==> src/rtl/torus_pkg.sv <==
package torus_pkg;

    localparam int RADIX   = 3;
    localparam int COORD_W = $clog2(RADIX);
    localparam int DATA_W  = 16;
    localparam int NPORT   = 5;
    localparam int PORT_W  = $clog2(NPORT);
    localparam int FLIT_W  = DATA_W + 2;

    // header field positions inside the payload
    localparam int DX_LSB  = 0;
    localparam int DY_LSB  = COORD_W;

    localparam logic [COORD_W:0]   RING_N    = (COORD_W+1)'(RADIX);
    localparam logic [COORD_W-1:0] RING_HALF = COORD_W'(RADIX / 2);

    typedef enum logic [PORT_W-1:0] {
        P_LOCAL = 3'd0,
        P_EAST  = 3'd1,
        P_WEST  = 3'd2,
        P_NORTH = 3'd3,
        P_SOUTH = 3'd4
    } port_e;

    typedef struct packed {
        logic              head;
        logic              tail;
        logic [DATA_W-1:0] data;
    } flit_t;

    // distance from here to dst going the positive way round a ring
    function automatic logic [COORD_W-1:0] ring_off(input logic [COORD_W-1:0] dst,
                                                    input logic [COORD_W-1:0] here);
        logic [COORD_W:0] s;
        s = {1'b0, dst} + RING_N - {1'b0, here};
        if (s >= RING_N) s = s - RING_N;
        return s[COORD_W-1:0];
    endfunction

    // X first, then Y; on each ring take the shorter way
    function automatic port_e route_pick(input logic [COORD_W-1:0] dx,
                                         input logic [COORD_W-1:0] dy,
                                         input logic [COORD_W-1:0] hx,
                                         input logic [COORD_W-1:0] hy);
        logic [COORD_W-1:0] ox, oy;
        ox = ring_off(dx, hx);
        oy = ring_off(dy, hy);
        if (ox != '0)      return (ox <= RING_HALF) ? P_EAST  : P_WEST;
        else if (oy != '0) return (oy <= RING_HALF) ? P_NORTH : P_SOUTH;
        else               return P_LOCAL;
    endfunction

endpackage

==> src/rtl/torus_in_fifo.sv <==
module torus_in_fifo import torus_pkg::*; #(
    parameter int DEPTH = 2
) (
    input  logic  clk,
    input  logic  rst,
    input  logic  push_valid,
    input  flit_t push_flit,
    output logic  push_ready,
    output logic  head_valid,
    output flit_t head_flit,
    input  logic  pop
);

    localparam int PTR_W = (DEPTH > 1) ? $clog2(DEPTH) : 1;
    localparam int CNT_W = $clog2(DEPTH + 1);

    flit_t            mem [DEPTH];
    logic [PTR_W-1:0] rd_ptr, wr_ptr;
    logic [CNT_W-1:0] count;
    logic             do_push, do_pop;

    function automatic logic [PTR_W-1:0] bump(input logic [PTR_W-1:0] p);
        return (p == PTR_W'(DEPTH - 1)) ? '0 : p + 1'b1;
    endfunction

    assign push_ready = (count != CNT_W'(DEPTH));
    assign head_valid = (count != '0);
    assign head_flit  = mem[rd_ptr];
    assign do_push    = push_valid && push_ready;
    assign do_pop     = pop && head_valid;

    always_ff @(posedge clk) begin
        if (do_push) mem[wr_ptr] <= push_flit;
    end

    always_ff @(posedge clk) begin
        if (rst) begin
            rd_ptr <= '0;
            wr_ptr <= '0;
            count  <= '0;
        end else begin
            if (do_push) wr_ptr <= bump(wr_ptr);
            if (do_pop)  rd_ptr <= bump(rd_ptr);
            count <= count + CNT_W'(do_push) - CNT_W'(do_pop);
        end
    end


    no_overflow_chk: assert property (@(posedge clk) disable iff (rst)
        (push_valid && push_ready && !pop && count == CNT_W'(DEPTH - 1)) |=> !push_ready);


    pop_empty_chk: assert property (@(posedge clk) disable iff (rst)
        pop |-> head_valid);

endmodule

==> src/rtl/torus_in_route.sv <==
module torus_in_route import torus_pkg::*; #(
    parameter int MY_X = 0,
    parameter int MY_Y = 0
) (
    input  logic               clk,
    input  logic               rst,
    input  logic               head_valid,
    input  logic               is_head,
    input  logic [COORD_W-1:0] dst_x,
    input  logic [COORD_W-1:0] dst_y,
    input  logic               pop,
    output logic [NPORT-1:0]   req
);

    localparam logic [COORD_W-1:0] HX = COORD_W'(MY_X);
    localparam logic [COORD_W-1:0] HY = COORD_W'(MY_Y);

    port_e calc, held, dir;

    assign calc = route_pick(dst_x, dst_y, HX, HY);
    assign dir  = is_head ? calc : held;

    always_comb begin
        req = '0;
        if (head_valid) req[dir] = 1'b1;
    end

    // body flits follow the direction their header took
    always_ff @(posedge clk) begin
        if (rst)                            held <= P_LOCAL;
        else if (pop && head_valid && is_head) held <= calc;
    end

endmodule

==> src/rtl/torus_out_arb.sv <==
module torus_out_arb import torus_pkg::*; (
    input  logic             clk,
    input  logic             rst,
    input  logic [NPORT-1:0] req,
    input  flit_t            cand_flit [NPORT],
    input  logic             out_ready,
    output logic [NPORT-1:0] grant,
    output logic             out_valid,
    output flit_t            out_flit
);

    logic              locked;
    logic [PORT_W-1:0] owner, rr_ptr, pick, sel;
    logic              pick_ok, sel_ok, fire;

    function automatic logic [PORT_W-1:0] wrap_add(input logic [PORT_W-1:0] p, input int k);
        int t;
        t = int'(p) + k;
        if (t >= NPORT) t = t - NPORT;
        return PORT_W'(t);
    endfunction

    always_comb begin
        pick    = rr_ptr;
        pick_ok = 1'b0;
        for (int k = 0; k < NPORT; k++) begin
            if (!pick_ok && req[wrap_add(rr_ptr, k)]) begin
                pick    = wrap_add(rr_ptr, k);
                pick_ok = 1'b1;
            end
        end
    end

    assign sel       = locked ? owner : pick;
    assign sel_ok    = locked ? req[owner] : pick_ok;
    assign out_valid = sel_ok;
    assign out_flit  = cand_flit[sel];
    assign grant     = sel_ok ? (NPORT'(1) << sel) : '0;
    assign fire      = sel_ok && out_ready;

    // the lock is taken at grant time so the offer cannot change under backpressure
    always_ff @(posedge clk) begin
        if (rst) begin
            locked <= 1'b0;
            owner  <= '0;
            rr_ptr <= '0;
        end else if (fire && out_flit.tail) begin
            locked <= 1'b0;
            rr_ptr <= wrap_add(sel, 1);
        end else if (sel_ok) begin
            locked <= 1'b1;
            owner  <= sel;
        end
    end


    hold_offer_chk: assert property (@(posedge clk) disable iff (rst)
        (out_valid && !out_ready) |=> (out_valid && $stable(out_flit)));


    worm_owner_chk: assert property (@(posedge clk) disable iff (rst)
        (out_valid && out_ready && !out_flit.tail) |=> (!out_valid || grant == $past(grant)));


    grant_legal_chk: assert property (@(posedge clk) disable iff (rst)
        $onehot0(grant) && ((grant & ~req) == '0));

endmodule

==> src/rtl/torus_router.sv <==
module torus_router import torus_pkg::*; #(
    parameter int MY_X      = 0,
    parameter int MY_Y      = 0,
    parameter int BUF_DEPTH = 2
) (
    input  logic                         clk,
    input  logic                         rst,
    input  logic [NPORT-1:0]             in_valid,
    input  logic [NPORT-1:0][FLIT_W-1:0] in_flit,
    output logic [NPORT-1:0]             in_ready,
    output logic [NPORT-1:0]             out_valid,
    output logic [NPORT-1:0][FLIT_W-1:0] out_flit,
    input  logic [NPORT-1:0]             out_ready
);

    localparam logic [COORD_W-1:0] HX = COORD_W'(MY_X);
    localparam logic [COORD_W-1:0] HY = COORD_W'(MY_Y);

    flit_t            hd_flit  [NPORT];
    flit_t            o_flit   [NPORT];
    logic [NPORT-1:0] hd_valid, pop;
    logic [NPORT-1:0] req_by_in  [NPORT];
    logic [NPORT-1:0] req_at_out [NPORT];
    logic [NPORT-1:0] grant_out  [NPORT];

    for (genvar i = 0; i < NPORT; i++) begin : g_in
        torus_in_fifo #(.DEPTH(BUF_DEPTH)) u_buf (
            .clk        (clk),
            .rst        (rst),
            .push_valid (in_valid[i]),
            .push_flit  (flit_t'(in_flit[i])),
            .push_ready (in_ready[i]),
            .head_valid (hd_valid[i]),
            .head_flit  (hd_flit[i]),
            .pop        (pop[i])
        );

        torus_in_route #(.MY_X(MY_X), .MY_Y(MY_Y)) u_route (
            .clk        (clk),
            .rst        (rst),
            .head_valid (hd_valid[i]),
            .is_head    (hd_flit[i].head),
            .dst_x      (hd_flit[i].data[DX_LSB +: COORD_W]),
            .dst_y      (hd_flit[i].data[DY_LSB +: COORD_W]),
            .pop        (pop[i]),
            .req        (req_by_in[i])
        );
    end

    always_comb begin
        for (int o = 0; o < NPORT; o++)
            for (int i = 0; i < NPORT; i++)
                req_at_out[o][i] = req_by_in[i][o];
    end

    always_comb begin
        pop = '0;
        for (int o = 0; o < NPORT; o++)
            pop = pop | (grant_out[o] & {NPORT{out_ready[o]}});
    end

    for (genvar o = 0; o < NPORT; o++) begin : g_out
        torus_out_arb u_arb (
            .clk       (clk),
            .rst       (rst),
            .req       (req_at_out[o]),
            .cand_flit (hd_flit),
            .out_ready (out_ready[o]),
            .grant     (grant_out[o]),
            .out_valid (out_valid[o]),
            .out_flit  (o_flit[o])
        );
        assign out_flit[o] = o_flit[o];
    end


    local_dest_chk: assert property (@(posedge clk) disable iff (rst)
        (out_valid[P_LOCAL] && out_flit[P_LOCAL][FLIT_W-1]) |->
        (out_flit[P_LOCAL][DX_LSB +: COORD_W] == HX && out_flit[P_LOCAL][DY_LSB +: COORD_W] == HY));

endmodule

==> config.mk <==
export PLATFORM = sky130hd
export DESIGN_NAME = torus_router
export DESIGN_NICKNAME = d
export VERILOG_FILES = /design/src/rtl/torus_pkg.sv /design/src/rtl/torus_in_fifo.sv /design/src/rtl/torus_in_route.sv /design/src/rtl/torus_out_arb.sv /design/src/rtl/torus_router.sv
export SDC_FILE = /design/constraint.sdc
export NUM_CORES = 1
export LEC_CHECK = 0
export BUFFER_PORTS_ARGS = -buffer_cell sky130_fd_sc_hd__buf_2
export CORE_MARGIN = 3
export CORE_UTILIZATION = 25
export DETAILED_ROUTE_END_ITERATION = 10
export GPL_TIMING_DRIVEN = 0
export SLEW_MARGIN = 5
export SYNTH_ARGS = -nofsm -noshare
export SYNTH_HDL_FRONTEND = slang
export SYNTH_HIERARCHICAL = 1
export SYNTH_SLANG_ARGS = --single-unit
==> constraint.sdc <==
create_clock -name clk -period 9.5 [get_ports clk]
set_clock_uncertainty 0.2 [all_clocks]
set_input_delay 0.95 -clock clk [delete_from_list [all_inputs] [get_ports clk]]
set_output_delay 0.95 -clock clk [all_outputs]
set_load 0.01 [all_outputs]
==> impl_results.md <==
* Final slew viol count at 0
* Final RePlAce weighted congestion at a little under 1
* Fillcell total at between 8,000 and 9,000
* Routed wire length per instance at 21.3 microns
* Status: finished clean
* Area of the die at 90,800 sq um
* WHS at between 0.2 and 0.3 ns
* FF-to-FF End: g_in[3].u_buf/count[1]
* GR Overflow Total at 0
* Critical Path Source Type: register
* Number of flip-flops and latches in the synthesized netlist at ~260
* Number of antenna violations at the first check in global routing at 7
* Cell variety after synth at 126
* Number of max-capacitance violations reported at 0
* Synthesized instance count at 2,225
* Setup repair after global routing missed its margin: no
* Worst Path Arrival at about 7.4 ns
* Maximum cell stage delay along the critical path at 0.99 ns
* Hold EP: g_in[0].u_route/held[2]
* Buffers inserted by post-CTS timing repair at 0
* Post-detailed-route via-to-cell ratio at 5.47
* First-pass GRT wire length at between 100,000 and 150,000 microns
* TritonCTS buffer count at 25
* IO Count at 202
* HPWL reported at the end of detailed placement at 61,600 microns
* Slew at the pin closest to its max-slew limit at between 1 and 1.5 ns
* EDFF count, synth at 180
* Fraction of final layout cells with drive strength greater than 1 at 25.9%
* Most frequent cells in the layout: 248 x sky130_fd_sc_hd__buf_2, 180 x sky130_fd_sc_hd__edfxtp_1, 161 x sky130_fd_sc_hd__mux2_2
* Total wirelength of the detailed-routed design at 77,400 microns
* Async set-or-reset flop fraction in the synthesized netlist at 0%
* Final Hold Viols at 0
* Area of the multi-input gates at 13,900 sq um
* Overall fraction of global-route tracks in use at 16.3%
* Clock Latency Late Sink at 0.57 ns
* TritonRoute pass-1 iters at 8
* Count of port buffers added during placement at ~200
* Clock buffer depth at 3
* Highest fanout seen on the critical path at 10
* Number of routed nets with antenna violations at 0
* Width of the chip at 301 microns
* Final-stage net count at 2,633
* CTS tree: done
* Register-to-Register Setup Slack at 1.56 ns
* Type of element capturing the critical path: output pin
* Number of sinks driven by the clock tree at 255
* Core area at around 86,000 sq um
* Netlist area before placement at 21,800 sq um
* Worst endpoint required time at 8.35 ns
* Relative area change from synthesis to final layout at 15.3%
* Via count of the first global-routing pass at 18,300
* Cells along the critical path: buf_2, buf_4, mux2_2, nor3b_1, o22ai_1, nor3_1, mux4_2, mux2i_1, o32ai_2, a211oi_2, and2_1, buf_4, a21oi_1, a221oi_1, nor2_2, clkbuf_1, clkbuf_1, a22oi_1, o22ai_1, buf_2
* Pin count of the biggest net entering global routing at 71
* Total vias in the final route at approximately 20,000
* Master of the slowest instance on the critical path: sky130_fd_sc_hd__nor3_1
* DP Area at 24,300 sq um
* Cells on Worst Hold Path at 2
* CTS root buffer: sky130_fd_sc_hd__clkbuf_16
* Kind of critical path: reg -> out
* Number of setup violations in the final report at 0
* Post-route design area at 25,100 sq um
* Part of the Yosys area used for sequential elements at roughly a third
* Class of the worst hold path: reg -> reg
* Flip-flop cell with the highest count after synthesis: sky130_fd_sc_hd__edfxtp_1
* Cts-stage hold buffer count at 0
* H-tree level count at 1
* Min-delay src: g_in[0].u_route/held[2]
* # rows at 107
* Register cell area after layout at 6910 sq um
* Final critical-path share of the clock period at 89.6%
* Clock-pin slew on the worst setup and hold paths at 0.06 ns
* Slew headroom at 18.1%
* Register-to-Register Path Depth at 28
* Final total negative setup slack at 0 ns
* Syn_area_per_cell at 9.80 sq um
* Synth warn at 6
* Starting Density at 25.4%
* Maximum frequency from static timing analysis at 118 MHz
* Number of DRC violations after detailed routing at 0
* Quantity of gates resized following cts at 0
* DRC violation total after the first TritonRoute iteration at 1,997
* Y dimension of the die at 301 microns
* Most frequent standard cell in the layout excluding fill and tap cells: sky130_fd_sc_hd__buf_2
* Mapped Nets at 2,402
* Time the final worst path needs with I/O delays and setup at 8.51 ns
Yosys cell counts (all sizes together), types with 61 or more instances:
library cell,instances,area share (%)
a22oi,61,2.1
o22ai,85,2.4
edfxtp,180,25
ha,70,4.0
buf,74,2.1
nand2b,62,1.8
dfxtp,75,6.9
inv,87,1.5
nand2,117,2.1
nor2,124,2.2
o21ai,76,1.8
a21oi,123,2.9
mux2,186,9.7
mux2i,127,5.8
cells by family (layout without fill, tap and decap cells):
logic type	after synthesis	after routing	share of synthesized area (%)
AND/OR/NAND/NOR	640	640	16.5
flip-flops	255	255	31.7
buffers and inverters	219	469	4.59
other	0	5	0
multiplexers	347	347	19.0
XOR/XNOR	25	25	1.11
adder cells (fa/ha/maj)	75	75	4.48
AO/OA/AOI/OAI	664	664	22.7
per-stage QoR:
step / cells / util (%) / setup slack [ns]
4_1_cts: 3619 / 29.3 / 1.06
3_3_place_gp: 3570 / 28.2 / 0.755
3_5_place_dp: 3573 / 28.3 / 1.55
6_report: 3624 / 29.3 / 0.992
5_1_grt: 3619 / 29.3 / 0.566
2_1_floorplan: 2225 / - / 3.10
critical path, delay by kind of cell (launching register included):
kind,cells,cell delay [ns]
simple gates,4,1.87
buf+inv,6,1.87
compound gates,7,1.71
mux,3,1.01
flops,1,0.30
routing by layer:
metal / GRT usage, % / vias up / share of wire [%]
li1: - / 9150 / -
met3: 2.41 / 130 / 7.7
met4: 4.36 / 2 / 2.7
met1: 22.1 / 9665 / 43
met5: 0 / - / 0.0090
met2: 26.9 / 862 / 46
cell type report:
class                           count  share of cell area (%)
Tap cell                         1144                    5.69
Multi-Input combinational cell   1751                    55.4
Clock buffer                       30                    2.56
Sequential cell                   255                    27.5
Inverter                           90                    1.35
Buffer                            129                    2.63
Clock inverter                     16                   0.756
Timing Repair Buffer              204                    4.10
Antenna cell                        5                  0.0498
flip-flops by register name, indices dropped and copies added, names as in the netlist, named ones only:
name / count
g_in.u_route/held: 15
g_out.u_arb/rr_ptr: 15
g_out.u_arb/owner: 15
g_in.u_buf/wr_ptr: 5
g_in.u_buf/mem: 180
g_in.u_buf/count: 10
g_in.u_buf/rd_ptr: 5
g_out.u_arb/locked: 5
worst max-delay path by stage:
stage	startpoint	to	slack, ns	depth (start not counted)
2_1_floorplan	register	g_in[3].u_buf/count[1]	3.10	28
3_3_place_gp	register	g_in[2].u_buf/count[1]	0.76	25
3_5_place_dp	register	g_in[0].u_buf/count[1]	1.55	24
4_1_cts	register	out_flit[62]	1.06	19
5_1_grt	register	out_flit[36]	0.57	20
6_report	register	out_flit[36]	0.99	20
Power is not shown: default switching activity piles up to over one toggle a cycle in this logic, so the estimate is an artifact.
